### src/rtl/rxdesc_poll_ctrl.sv
module rxdesc_poll_ctrl #(
  parameter int AW = 32,
  parameter int BUS_W = 64,
  parameter int DESC_BYTES = 16
) (
  input  logic          clk,
  input  logic          rst_n,
  input  logic          reg_wr,
  input  logic [1:0]    reg_sel,
  input  logic [AW-1:0] reg_wdata,
  input  logic          cmd_start,
  input  logic          cmd_stop,
  input  logic          buf_done,
  output logic          rd_req,
  output logic [AW-1:0] rd_addr,
  input  logic          rd_ack,
  input  logic          rd_own,
  output logic [AW-1:0] base_addr,
  output logic [AW-1:0] cur_ptr,
  output logic [1:0]    state,
  output logic          buf_unavail,
  output logic          wr_err
);
  localparam int LOW = $clog2(BUS_W / 8);
  localparam logic [AW-1:0] LOW_MASK = (AW'(1) << LOW) - AW'(1);
  localparam logic [AW-1:0] STRIDE = AW'(DESC_BYTES);
  localparam logic [1:0] ST_STOP = 2'd0, ST_RUN = 2'd1, ST_SUSP = 2'd2;

  logic [1:0]    st;
  logic          pend, stopping, unav_q, werr_q;
  logic [AW-1:0] base_q, ptr_q;

  wire wr_base  = reg_wr && reg_sel == 2'd0;
  wire wr_poll  = reg_wr && reg_sel == 2'd1;
  wire wr_stat  = reg_wr && reg_sel == 2'd2;
  wire fin      = pend && rd_ack;
  wire stop_now = cmd_stop || stopping;
  wire set_unav = fin && !rd_own && st == ST_RUN && !stop_now;

  assign rd_req      = pend;
  assign rd_addr     = ptr_q;
  assign cur_ptr     = ptr_q;
  assign base_addr   = base_q;
  assign state       = st;
  assign buf_unavail = unav_q;
  assign wr_err      = werr_q;

  always_ff @(posedge clk) begin
    if (!rst_n) begin
      st       <= ST_STOP;
      pend     <= 1'b0;
      stopping <= 1'b0;
      unav_q   <= 1'b0;
      werr_q   <= 1'b0;
      base_q   <= '0;
      ptr_q    <= '0;
    end else begin
      if (wr_base && st == ST_STOP) base_q <= reg_wdata & ~LOW_MASK;

      if (wr_base && st != ST_STOP) werr_q <= 1'b1;
      else if (wr_stat && reg_wdata[1]) werr_q <= 1'b0;

      if (set_unav) unav_q <= 1'b1;
      else if (wr_stat && reg_wdata[0]) unav_q <= 1'b0;

      if (st == ST_STOP) begin
        stopping <= 1'b0;
        if (cmd_start) begin
          ptr_q <= base_q;
          pend  <= 1'b1;
          st    <= ST_RUN;
        end
      end else begin
        if (cmd_stop && pend && !fin) stopping <= 1'b1;
        if (fin) begin
          pend <= 1'b0;
          if (stop_now) begin
            st       <= ST_STOP;
            stopping <= 1'b0;
          end else if (rd_own) st <= ST_RUN;
          else if (st == ST_RUN) st <= ST_SUSP;
        end else if (!pend && stop_now) begin
          st       <= ST_STOP;
          stopping <= 1'b0;
        end else if (!pend) begin
          if (st == ST_RUN && buf_done) begin
            ptr_q <= ptr_q + STRIDE;
            pend  <= 1'b1;
          end
          if (st == ST_SUSP && wr_poll) pend <= 1'b1;
        end
      end
    end
  end
endmodule


### config.mk
export PLATFORM = sky130hd
export DESIGN_NAME = rxdesc_poll_ctrl
export DESIGN_NICKNAME = d
export VERILOG_FILES = /design/src/rtl/rxdesc_poll_ctrl.sv
export SDC_FILE = /design/constraint.sdc
export NUM_CORES = 1
export LEC_CHECK = 0
export BUFFER_PORTS_ARGS = -buffer_cell sky130_fd_sc_hd__buf_2
export CAP_MARGIN = 10
export CELL_PAD_IN_SITES_DETAIL_PLACEMENT = 1
export CELL_PAD_IN_SITES_GLOBAL_PLACEMENT = 2
export CORE_AREA = 3 3 117 119
export CTS_BUF_LIST = sky130_fd_sc_hd__clkbuf_2 sky130_fd_sc_hd__clkbuf_4 sky130_fd_sc_hd__clkbuf_8
export CTS_CLUSTER_DIAMETER = 40
export DETAILED_ROUTE_END_ITERATION = 7
export DIE_AREA = 0 0 120 122
export GPL_ROUTABILITY_DRIVEN = 0
export PLACE_DENSITY = 0.83
export SYNTH_ARGS = -nofsm -noshare
export SYNTH_HDL_FRONTEND = slang
export SYNTH_SLANG_ARGS = --single-unit
export TNS_END_PERCENT = 1
### constraint.sdc
create_clock -name clk -period 4.8 [get_ports clk]
set_input_delay 0.72 -clock clk [delete_from_list [all_inputs] [get_ports clk]]
set_output_delay 0.72 -clock clk [all_outputs]
set_load 0.005 [all_outputs]
# Yosys cells after proc, flatten, opt, wreduce, memory -nomap -nowiden

Index checks and enable logic that the tools add are counted.

Flip-flop bits (word level): 67

Multiplexer cells: 28
Bitwise gates (word level): 1
Reduce and logical (&&, ||, !) cells: 32
Add/subtract/negate cells: 1
Eq/ne operators: 10

Operators by type and width:

| operator              | number |
|---|---|
| $mux 32               | 6 |
| $add 32x5->32 const B | 1 |
| $logic_and 1x1->1     | 16 |
| $mux 1                | 15 |
| $mux 2                | 7 |
| $reduce_bool 2->1     | 4 |
| $ne 5x2->1 const B    | 1 |
| $reduce_and 5->1      | 1 |
| $eq 2x1->1 const B    | 2 |
| $eq 2x2->1 const B    | 2 |
| $logic_not 1->1       | 4 |
| $logic_not 2->1       | 2 |
| $ne 2x1->1 const B    | 2 |
| $ne 2x2->1 const B    | 2 |
| $ne 3x3->1 const B    | 1 |
| $reduce_and 3->1      | 1 |
| $reduce_bool 3->1     | 1 |
| $reduce_and 2->1      | 1 |
| $reduce_or 2->1       | 1 |
| $logic_or 1x1->1      | 1 |
| $not 1->1             | 1 |

# Longest topological paths before layout

Gate-level depths: netlist of run 1.

Word-level depth: 8
Gate-level depth with buffers: 7
Depth with buffers taken out: 5

# Least setup slack after synthesis of run 1

Ideal clock, no wire load.

Kind: input-to-reg
Start: input cmd_stop
End: register ptr_q[28], in the netlist cur_ptr[28]
Stages: 5
Setup slack: 2641 ps
Setup time: 83 ps
Data arrival time: 2076 ps
Data required time: 4717 ps
Buffers on the path: 1
Path through: or2_2 > clkbuf_1 > or2_2 > or4_1 > o221ai_1

Cells in the longest elaborated chain, start to end: 4

RTL lines:

| item                       | RTL line | source |
|---|---|---|
| from (decl)                | 12       | `input logic cmd_stop,` |
| $logic_or 1x1->1           | 37       | `wire stop_now = cmd_stop \|\| stopping;` |
| $logic_and 1x1->1          | 82       | `end else if (!pend && stop_now) begin` |
| $ne 2x2->1 (no line)       | --       |  |
| $reduce_and 5->1 (no line) | --       |  |
| to (signal assigned)       | 69       | `ptr_q <= base_q;` |
| to (signal assigned)       | 87       | `ptr_q <= ptr_q + STRIDE;` |
| to (decl)                  | 31       | `logic [AW-1:0] base_q, ptr_q;` |

No other way between the ends.
A chain may end at the register's enable or synchronous reset.

# Final worst setup path of run 1

Start: register st[0], in the netlist state[0]
End: register ptr_q[27], in the netlist cur_ptr[27]

Cells in the longest elaborated chain, start to end: 4
Elaborated cells on any way between the ends: 10
Classes of those cells: eq/ne: 5; mux: 1; reduce/logical: 4

RTL lines:

| item                        | RTL line | source |
|---|---|---|
| from (decl)                 | 29       | `logic [1:0] st;` |
| from (signal assigned)      | 50       | `st <= ST_STOP;` |
| from (signal assigned)      | 71       | `st <= ST_RUN;` |
| from (signal assigned)      | 78       | `st <= ST_STOP;` |
| $eq 2x1->1                  | 86       | `if (st == ST_RUN && buf_done) begin` |
| $logic_and 1x1->1           | 86       |  |
| $reduce_bool 2->1 (no line) | --       |  |
| $reduce_and 5->1 (no line)  | --       |  |

Parallel ways exist; a longest one is shown, timed or not.

==> results.yml, run 1 <==
hold_path:
  hold_path_class: "reg2reg"
  min_from: "base_addr[3]$_SDFFE_PN0P_"
  min_to: "cur_ptr[3]$_SDFFE_PN0P_"
  hold_depth: 2
final_layout:
  layout-drive-gt1-share_pct: 28.4
  layout_commonest_cell: "buf_2"
  fin_nets: 615
  most-common-layout-cells: "buf_2 (132), nand2_1 (102), dfxtp_1 (64)"
  utilization_pct: 34.6
  syn2layout_area_growth_pct: 20.1
  antenna_cells: 0
pwr:
  max-vdd-ir-drop_v: 0.000118
  total_power_mw: 1.18
  power_density_nw_per_um2: 269
  leakagePower_nw: 1.82
clocking:
  post_cts_buffers: 0
  cts_resized: 0
  clk_pin_slew_ps: 80
  cts_sinks: 64
  cts_tree: "built"
  cts_max_path_buffers: 2
  htreeDepth: 3
  clock_latency_ps: 360
  tritoncts.num_buffers: 9
  root_buffer: "clkbuf_8"
  holdBufCountCts: 0
worst_setup_path:
  crit_required_ps: 5040
  cp_cell_sequence: "nand4bb_1, nor2_1, o21ai_0, a221o_1"
  cp.arrival_ps: 2720
  start_kind: "register"
  crit_fanout: 16
  r2r_setup_slack_ps: 2320
  r2r_end: "cur_ptr[27]$_SDFFE_PN0P_"
  ff2ff_path_depth: 4
  max_stage_delay_ps: 760
  r2r_start: "state[0]$_SDFFE_PN0P_"
  end_kind: "register"
  cp_slowest_cell: "nor2_1"
  worst-setup-path-type: "reg2reg"
routing:
  drt_iter0_markers: 171
  drc: 0
  ant_nets: 0
  vias: 3888
  routed_via_density: 5.19
  wl_per_cell_um: 17.8
  wirelength_um: 13300
  dr.pass1.iters: 4
timing:
  rsz0062_at_grt: "no"
  period_needed_ps: 2480
  maxSlewViolCount: 0
  fin_skew_ps: 8.94
  period_share_pct: 51.7
  finalSetupViolations: 0
  holdWs_ps: 474
  slew_headroom_pct: 24.5
  worst_slew_pin_slew_ps: 1130
  setup_slack_ps: 2320
  fmax_mhz: 403
  hold_violations: 0
  fin_tns_setup_ps: 0
placed_design:
  dpl.hpwl_um: 9740
  dp_slack_ps: 2160
  numPortBuffers: 132
die:
  coreArea_um2: 12700
  die_x_um: 120
  start_util_pct: 28.9
  die_h_um: 122
  io_pins: 143
  dieArea_um2: 14600
  rows: 41
logic_synthesis:
  synth-edff-count: 0
  ys_seq_area_share_pct: 35.0
  synth_area_leaders: "dfxtp_1 (35%), nand2_1 (10%), buf_4 (8.0%), a21oi_1 (6.8%), clkbuf_1 (2.7%)"
  ys_async_sr_fraction_pct: 0
  yosys_warnings: 0
  synthFlopType: "dfxtp_1"
  netlist_instances: 484
  ys_seq_elements: 64
  ys_types: 57
  avgSynthCellArea_um2: 7.55
  syn_area_um2: 3660
  synth.top_cell.area_share_pct: 35.0
  synth_area_leader_cell: "dfxtp_1"
grt:
  grt_overflow: 0
  grt_pass1_vias: 3939
  antenna_found_initial: 0
  grt_pass1_wl_um: 21400
  grt_usage_pct: 18.3
  grt_max_degree: 38
status:
  status: "finished clean"
run:
  drv_cap: 0
==> state kept, by name, indices dropped and copies added (netlist names) <==
| register | flops |
|---|---|
| cur_ptr | 29 |
| stopping | 1 |
| base_addr | 29 |
| state | 2 |
| wr_err | 1 |
| rd_req | 1 |
| buf_unavail | 1 |
==> critical path: cells and delay by family, from the launching register on <==
| family | cells | cell delay (ps) |
|---|---|---|
| AOI/OAI and AO/OA | 2 | 610 |
| DFF | 1 | 640 |
| and+or+nand+nor | 2 | 1120 |
==> kinds of logic after synthesis <==
| logic type | Yosys count | synth area share, % |
|---|---|---|
| adders and majority gates | 1 | 0.342 |
| muxes | 2 | 0.548 |
| and+or+nand+nor | 212 | 29.2 |
| other | 1 | 0.103 |
| buffers and inverters | 74 | 11.7 |
| DFF | 64 | 35.0 |
| AOI/OAI and AO/OA | 130 | 23.1 |
==> metal layers <==
metal	wire [µm]	GRT usage (%)
met5	0	0
met4	156	6.66
met3	595	3.25
met2	6330	29.9
met1	6270	24.4
==> worst max path at each step <==
stage	from	to	slack [ps]	cells after the start
6_report	state[0]$_SDFFE_PN0P_	cur_ptr[27]$_SDFFE_PN0P_	2320	4
5_1_grt	state[0]$_SDFFE_PN0P_	cur_ptr[27]$_SDFFE_PN0P_	2030	4
4_1_cts	state[0]$_SDFFE_PN0P_	base_addr[7]$_SDFFE_PN0P_	2290	5
3_5_place_dp	cmd_stop	cur_ptr[27]$_SDFFE_PN0P_	2160	5
3_3_place_gp	cmd_stop	cur_ptr[27]$_SDFFE_PN0P_	2170	5
2_1_floorplan	cmd_stop	cur_ptr[28]$_SDFFE_PN0P_	2640	5
==> final cells by class <==
cell class              instances  area (µm²)
fillers                      1620        8280
multi-input cells             354        1980
flip-flops and latches         64        1280
repair buffers                137         698
well taps                     172         215
clock buffers                  13         173
inverters                       6        22.5
clock inverters                 3        15.0
==> report_power, final <==
group | switching (mW) | internal [mW]
Sequential | 0.0247 | 0.547
Clock | 0.224 | 0.233
Combinational | 0.0919 | 0.0585
Total | 0.341 | 0.839
==> through the flow <==
stage | instance area (µm²) | instances
final | 4390 | 749
after global routing | 4390 | 749
after CTS | 4390 | 749
after detailed placement | 4200 | 733
after floorplan | 3690 | 492
after global placement | 4200 | 733
==> cells in the mapped netlist, types with 3 or more instances <==
master / number
nand3_1: 14
o21ai_0: 17
a2bb2oi_1: 6
and2_1: 5
and3_1: 8
or4_1: 6
buf_4: 39
and4_1: 7
inv_1: 5
nor2_1: 14
clkbuf_1: 26
or3_1: 5
a31oi_1: 7
nor4_1: 9
o22ai_1: 3
or2_2: 3
o21a_1: 6
nand4_1: 9
nand2_1: 102
o221ai_1: 4
dfxtp_1: 64
o211ai_1: 5
a21oi_1: 50
buf_2: 3
o311ai_0: 4
nor3_1: 14
o32ai_1: 3
a22oi_1: 3
No activity file was read; power rests on OpenSTA's default activity.
==> run 2, diff against run 1 <==
--- a/config.mk
+++ b/config.mk
@@ -5,17 +5,18 @@
 export SDC_FILE = /design/constraint.sdc
 export NUM_CORES = 1
 export LEC_CHECK = 0
+export ABC_AREA = 1
 export BUFFER_PORTS_ARGS = -buffer_cell sky130_fd_sc_hd__buf_2
 export CAP_MARGIN = 10
 export CELL_PAD_IN_SITES_DETAIL_PLACEMENT = 1
 export CELL_PAD_IN_SITES_GLOBAL_PLACEMENT = 2
-export CORE_AREA = 3 3 117 119
+export CORE_AREA = 3 3 130 132
 export CTS_BUF_LIST = sky130_fd_sc_hd__clkbuf_2 sky130_fd_sc_hd__clkbuf_4 sky130_fd_sc_hd__clkbuf_8
 export CTS_CLUSTER_DIAMETER = 40
 export DETAILED_ROUTE_END_ITERATION = 7
-export DIE_AREA = 0 0 120 122
+export DIE_AREA = 0 0 133 135
 export GPL_ROUTABILITY_DRIVEN = 0
-export PLACE_DENSITY = 0.83
+export PLACE_DENSITY = 0.74
 export SYNTH_ARGS = -nofsm -noshare
 export SYNTH_HDL_FRONTEND = slang
 export SYNTH_SLANG_ARGS = --single-unit
==> constraint.sdc (replaced) <==
create_clock -name clk -period 2.1 [get_ports clk]
set_input_delay 0.315 -clock clk [delete_from_list [all_inputs] [get_ports clk]]
set_output_delay 0.315 -clock clk [all_outputs]
set_load 0.005 [all_outputs]
==> results.yml, run 2 <==
grt:
  grt_pass1_wl_um: 21000
  grt_overflow: 0
  antenna_found_initial: 0
  grt_max_degree: 59
  grt_pass1_vias: 4073
  grt_usage_pct: 14.7
hold_path:
  hold_path_class: "in2reg"
  hold_depth: 2
  min_from: "rd_ack"
  min_to: "stopping$_SDFF_PP0_"
final_layout:
  antenna_cells: 0
  final_cells: 875
  layout-drive-gt1-share_pct: 26.4
  syn2layout_area_growth_pct: 25.2
  utilization_pct: 28.5
  finalInstanceArea_um2: 4520
  fillCellCount: 2049
  fin_nets: 697
  most-common-layout-cells: "nand2_1 (132), buf_2 (132), a21oi_1 (78)"
clocking:
  cts_tree: "built"
  post_cts_buffers: 0
  root_buffer: "clkbuf_8"
  clock_latency_ps: 360
  tritoncts.num_buffers: 9
  cts_sinks: 64
  htreeDepth: 3
  cts_max_path_buffers: 2
  clk_pin_slew_ps: 80
logic_synthesis:
  synth.top_cell.area_share_pct: 35.5
  ys_types: 32
  ys_async_sr_fraction_pct: 0
  synthFlopType: "dfxtp_1"
  avgSynthCellArea_um2: 6.54
  ys_seq_area_share_pct: 35.5
  synth_area_leader_cell: "dfxtp_1"
  synthTopCellsByCount: "nand2_1 (132), a21oi_1 (78), dfxtp_1 (64)"
  syn_area_um2: 3610
  synth_area_leaders: "dfxtp_1 (35%), nand2_1 (14%), a21oi_1 (11%), buf_4 (7.9%), o21ai_0 (6.2%)"
  synth-edff-count: 0
  netlist_instances: 552
  yosys.cell_count.top_type: "nand2_1"
  ys_seq_elements: 64
  yosys_warnings: 0
die:
  io_pins: 143
  die_h_um: 135
  die_x_um: 133
  start_util_pct: 22.8
  rows: 46
  dieArea_um2: 18000
  coreArea_um2: 15800
status:
  status: "finished clean"
pwr:
  total_power_mw: 3.41
  max-vdd-ir-drop_v: 0.000327
  power_density_nw_per_um2: 755
  leakagePower_nw: 1.90
routing:
  ant_nets: 0
  dr.pass1.iters: 4
  routed_via_density: 4.40
  vias: 3850
  drt_iter0_markers: 142
  wl_per_cell_um: 14.8
  wirelength_um: 12900
  drc: 0
worst_setup_path:
  crit_required_ps: 2390
  cp.arrival_ps: 2130
  start_kind: "register"
  r2r_end: "cur_ptr[24]$_SDFFE_PN0P_"
  worst-setup-path-type: "reg2reg"
  r2r_start: "state[1]$_SDFFE_PN0P_"
  end_kind: "register"
  r2r_setup_slack_ps: 260
  ff2ff_path_depth: 7
  crit_fanout: 31
timing:
  period_needed_ps: 1840
  worst_slew_pin_slew_ps: 559
  hold_violations: 0
  maxSlewViolCount: 0
  period_share_pct: 87.5
  setup_slack_ps: 262
  rsz0062_at_grt: "no"
  fmax_mhz: 544
  finalSetupViolations: 0
  holdWs_ps: 164
  fin_skew_ps: 8.50
  fin_tns_setup_ps: 0
  slew_headroom_pct: 62.7
placed_design:
  dpl_cell_area_um2: 4270
  numPortBuffers: 132
  placed_cells: 859
  dp_slack_ps: 199
  dpl.hpwl_um: 9850
run:
  drv_cap: 0
## run 2: cell count changes after synthesis, sizes merged, moves of 12 or more
cell,before,now
clkbuf,26,14
nand3,14,29
a21oi,50,79
nor2,14,45
nand2,102,134
o21ai,19,53
inv,5,58
## run 2: worst max path at each step
stage                            startpoint                  endpoint  slack (ps)  depth (start not counted)
finish                state[1]$_SDFFE_PN0P_  cur_ptr[24]$_SDFFE_PN0P_         260                          7
global route        cur_ptr[5]$_SDFFE_PN0P_  cur_ptr[26]$_SDFFE_PN0P_          10                         10
CTS                 cur_ptr[5]$_SDFFE_PN0P_  cur_ptr[26]$_SDFFE_PN0P_         160                         10
detailed placement  cur_ptr[5]$_SDFFE_PN0P_  cur_ptr[26]$_SDFFE_PN0P_         200                         10
global placement    cur_ptr[5]$_SDFFE_PN0P_  cur_ptr[26]$_SDFFE_PN0P_         250                         10
floorplan           cur_ptr[5]$_SDFFE_PN0P_  cur_ptr[28]$_SDFFE_PN0P_         600                         10
## run 2: cell families after synthesis
logic type                 Yosys count  synth area share [%]
other                                1                 0.104
AOI/OAI and AO/OA                  141                  20.4
DFF                                 64                  35.5
buffers and inverters              119                  17.0
adders and majority gates            1                 0.347
xor gates and xnor gates             4                 0.971
and+or+nand+nor                    222                  25.7
## run 2: power by group
| part | switching (mW) | internal [mW] | leakage, nW |
|---|---|---|---|
| clock network | 0.550 | 0.790 | 0.116 |
| logic | 0.413 | 0.267 | 1.26 |
| registers | 0.0975 | 1.30 | 0.521 |
## run 2: cell type report
cell class / count / area (µm²) / share of cell area [%]
tap: 216 / 270 / 5.98
multi-input combinational: 377 / 1760 / 38.9
sequential: 64 / 1280 / 28.4
inverter: 58 / 218 / 4.82
clock inverter: 7 / 119 / 2.63
timing repair buffer: 144 / 751 / 16.6
clock buffer: 9 / 124 / 2.74
## run 2: critical path, cell delays in order, from the launching register on
cell	delay, ps
dfxtp_1	390
nor2_4	390
nand2_2	180
o21ai_4	110
inv_2	240
a21oi_1	230
nand2_1	90
a21oi_1	140
## run 2: timing repair
| action | 4_1_cts | 5_1_grt |
|---|---|---|
| endpoints found under the hold margin | 0 | 0 |
| resized for setup | 0 | 1 |
| hold buffers | 0 | 0 |
| setup endpoints to repair | 0 | 2 |
## run 2: metal layers
metal	global-route usage [%]	share of wire (%)	wire length [µm]
met1	17.7	45	5870
met2	25.6	49	6340
met3	3.09	4.0	510
met5	0	0	0
met4	5.66	1.4	182
==> run 3, diff against run 2 <==
--- a/config.mk
+++ b/config.mk
@@ -10,13 +10,14 @@
 export CAP_MARGIN = 10
 export CELL_PAD_IN_SITES_DETAIL_PLACEMENT = 1
 export CELL_PAD_IN_SITES_GLOBAL_PLACEMENT = 2
-export CORE_AREA = 3 3 130 132
+export CORE_AREA = 3 3 125 127
 export CTS_BUF_LIST = sky130_fd_sc_hd__clkbuf_2 sky130_fd_sc_hd__clkbuf_4 sky130_fd_sc_hd__clkbuf_8
 export CTS_CLUSTER_DIAMETER = 40
 export DETAILED_ROUTE_END_ITERATION = 7
-export DIE_AREA = 0 0 133 135
+export DIE_AREA = 0 0 128 130
 export GPL_ROUTABILITY_DRIVEN = 0
-export PLACE_DENSITY = 0.74
+export PLACE_DENSITY = 0.76
+export SLEW_MARGIN = 0
 export SYNTH_ARGS = -nofsm -noshare
 export SYNTH_HDL_FRONTEND = slang
 export SYNTH_SLANG_ARGS = --single-unit
==> constraint.sdc (replaced) <==
create_clock -name clk -period 1.9 [get_ports clk]
set_input_delay 0.285 -clock clk [delete_from_list [all_inputs] [get_ports clk]]
set_output_delay 0.285 -clock clk [all_outputs]
set_load 0.005 [all_outputs]
==> results.yml, run 3 (synthesis results as in run 2) <==
final_layout:
  most-common-layout-cells: "nand2_1 (132), buf_2 (132), a21oi_1 (78)"
  antenna_cells: 0
  layout-drive-gt1-share_pct: 27.4
  multi_input_area_um2: 1760
  final_cells: 851
  regArea_um2: 1280
  syn2layout_area_growth_pct: 24.4
  fillCellCount: 1914
  fin_nets: 707
pwr:
  pwr-share-comb_pct: 23.1
  p_sw_share_pct: 32.6
  clockPowerShare_pct: 31.8
  max-vdd-ir-drop_v: 0.000240
  leakagePower_nw: 1.93
  total_power_mw: 3.39
  seqPwrFrac_pct: 45.1
  power.switching_mw: 1.11
  p_int_mw: 2.29
  power_density_nw_per_um2: 756
timing:
  worst_slew_pin_slew_ps: 562
  period_share_pct: 86.4
  rsz0062_at_grt: "no"
  fin_tns_setup_ps: 0
  finalSetupViolations: 0
  period_needed_ps: 1640
  maxSlewViolCount: 0
  fin_skew_ps: 6.75
  slew_headroom_pct: 62.5
  fmax_mhz: 609
  hold_violations: 0
clocking:
  cts_max_path_buffers: 2
  cts_tree: "built"
  post_cts_buffers: 0
  holdBufCountCts: 0
  tritoncts.num_buffers: 9
  clk_pin_slew_ps: 70
  htreeDepth: 3
  root_buffer: "clkbuf_8"
  clock_latency_ps: 360
  cts_sinks: 64
grt:
  grt_pass1_wl_um: 20200
  grt_usage_pct: 15.4
  grt_max_degree: 59
  grt_overflow: 0
  grt_pass1_vias: 4182
  antenna_found_initial: 0
die:
  coreArea_um2: 14500
  dieArea_um2: 16600
  start_util_pct: 24.8
  die_h_um: 130
  rows: 44
  io_pins: 143
  die_x_um: 128
routing:
  wl_per_cell_um: 14.8
  drc: 0
  dr.pass1.iters: 4
  ant_nets: 0
  drt_iter0_markers: 152
  vias: 3868
  routed_via_density: 4.55
  wirelength_um: 12600
worst_setup_path:
  crit_required_ps: 2160
  start_kind: "register"
  crit_fanout: 7
  end_kind: "register"
  worst-setup-path-type: "reg2reg"
  cp.arrival_ps: 1900
run:
  drv_cap: 0
hold_path:
  hold_path_class: "in2reg"
placed_design:
  dpl.hpwl_um: 9530
  numPortBuffers: 132
  placed_cells: 837
status:
  status: "finished clean"
## run 3: power by group through the flow
stage	sequential, mW	clock [mW]	combinational (mW)
detailed placement	1.56	0	0.799
global placement	1.56	0	0.783
floorplan	1.56	0	0.495
global route	1.55	1.20	0.900
finish	1.53	1.08	0.785
CTS	1.53	1.13	0.801
## run 3: layer usage
layer | part of all wire, % | global-route usage (%) | vias to the layer above
met5 | 0 | 0 | -
met2 | 48 | 27.3 | 77
met4 | 1.4 | 5.37 | 0
li1 | - | - | 1954
met1 | 46 | 18.4 | 1826
met3 | 4.3 | 3.52 | 11
## run 3: path summary, 6_finish.rpt
| check | start | endpoint | slack [ps] | cells past startpoint |
|---|---|---|---|---|
| hold / removal | rd_ack | stopping$_SDFF_PP0_ | 130 | 2 |
| setup / recovery | cur_ptr[4]$_SDFFE_PN0P_ | cur_ptr[26]$_SDFFE_PN0P_ | 260 | 10 |
| setup reg to reg | cur_ptr[4]$_SDFFE_PN0P_ | cur_ptr[26]$_SDFFE_PN0P_ | 260 | 10 |
| hold reg to reg | buf_unavail$_SDFFE_PN0P_ | buf_unavail$_SDFFE_PN0P_ | 470 | 2 |
## run 3: metrics by stage
stage | setup slack [ps] | utilization, % | hold slack (ps) | area (µm²)
2_1_floorplan | 401 | - | 364 | 3640
3_3_place_gp | 178 | 29.7 | 458 | 4320
3_5_place_dp | 142 | 29.7 | 467 | 4320
4_1_cts | 130 | 30.8 | 106 | 4480
5_1_grt | 54.9 | 30.9 | 116 | 4490
6_report | 258 | 30.9 | 134 | 4490
## run 3: area by class of cell
cell class | count | area share, %
tap | 184 | 5.13
timing repair buffer | 154 | 18.7
sequential | 64 | 28.5
clock inverter | 1 | 0.111
inverter | 58 | 4.85
clock buffer | 13 | 3.57
multi-input combinational | 377 | 39.1
## run 3: worst max-delay path, cell delays in order (launching register included)
cell     delay (ps)
dfxtp_1         340
ha_1            170
nand2_1         100
nor2_4          210
nand2_1         120
nor2_1          260
nand2_1          80
nand2_1          70
nand3_1          70
nand2_1          60
a21oi_1          50
## run 3: repair_timing
item	in CTS	in global routing
gates resized for setup	0	2
endpoints found under the hold margin	0	0
setup endpoints to repair	0	2
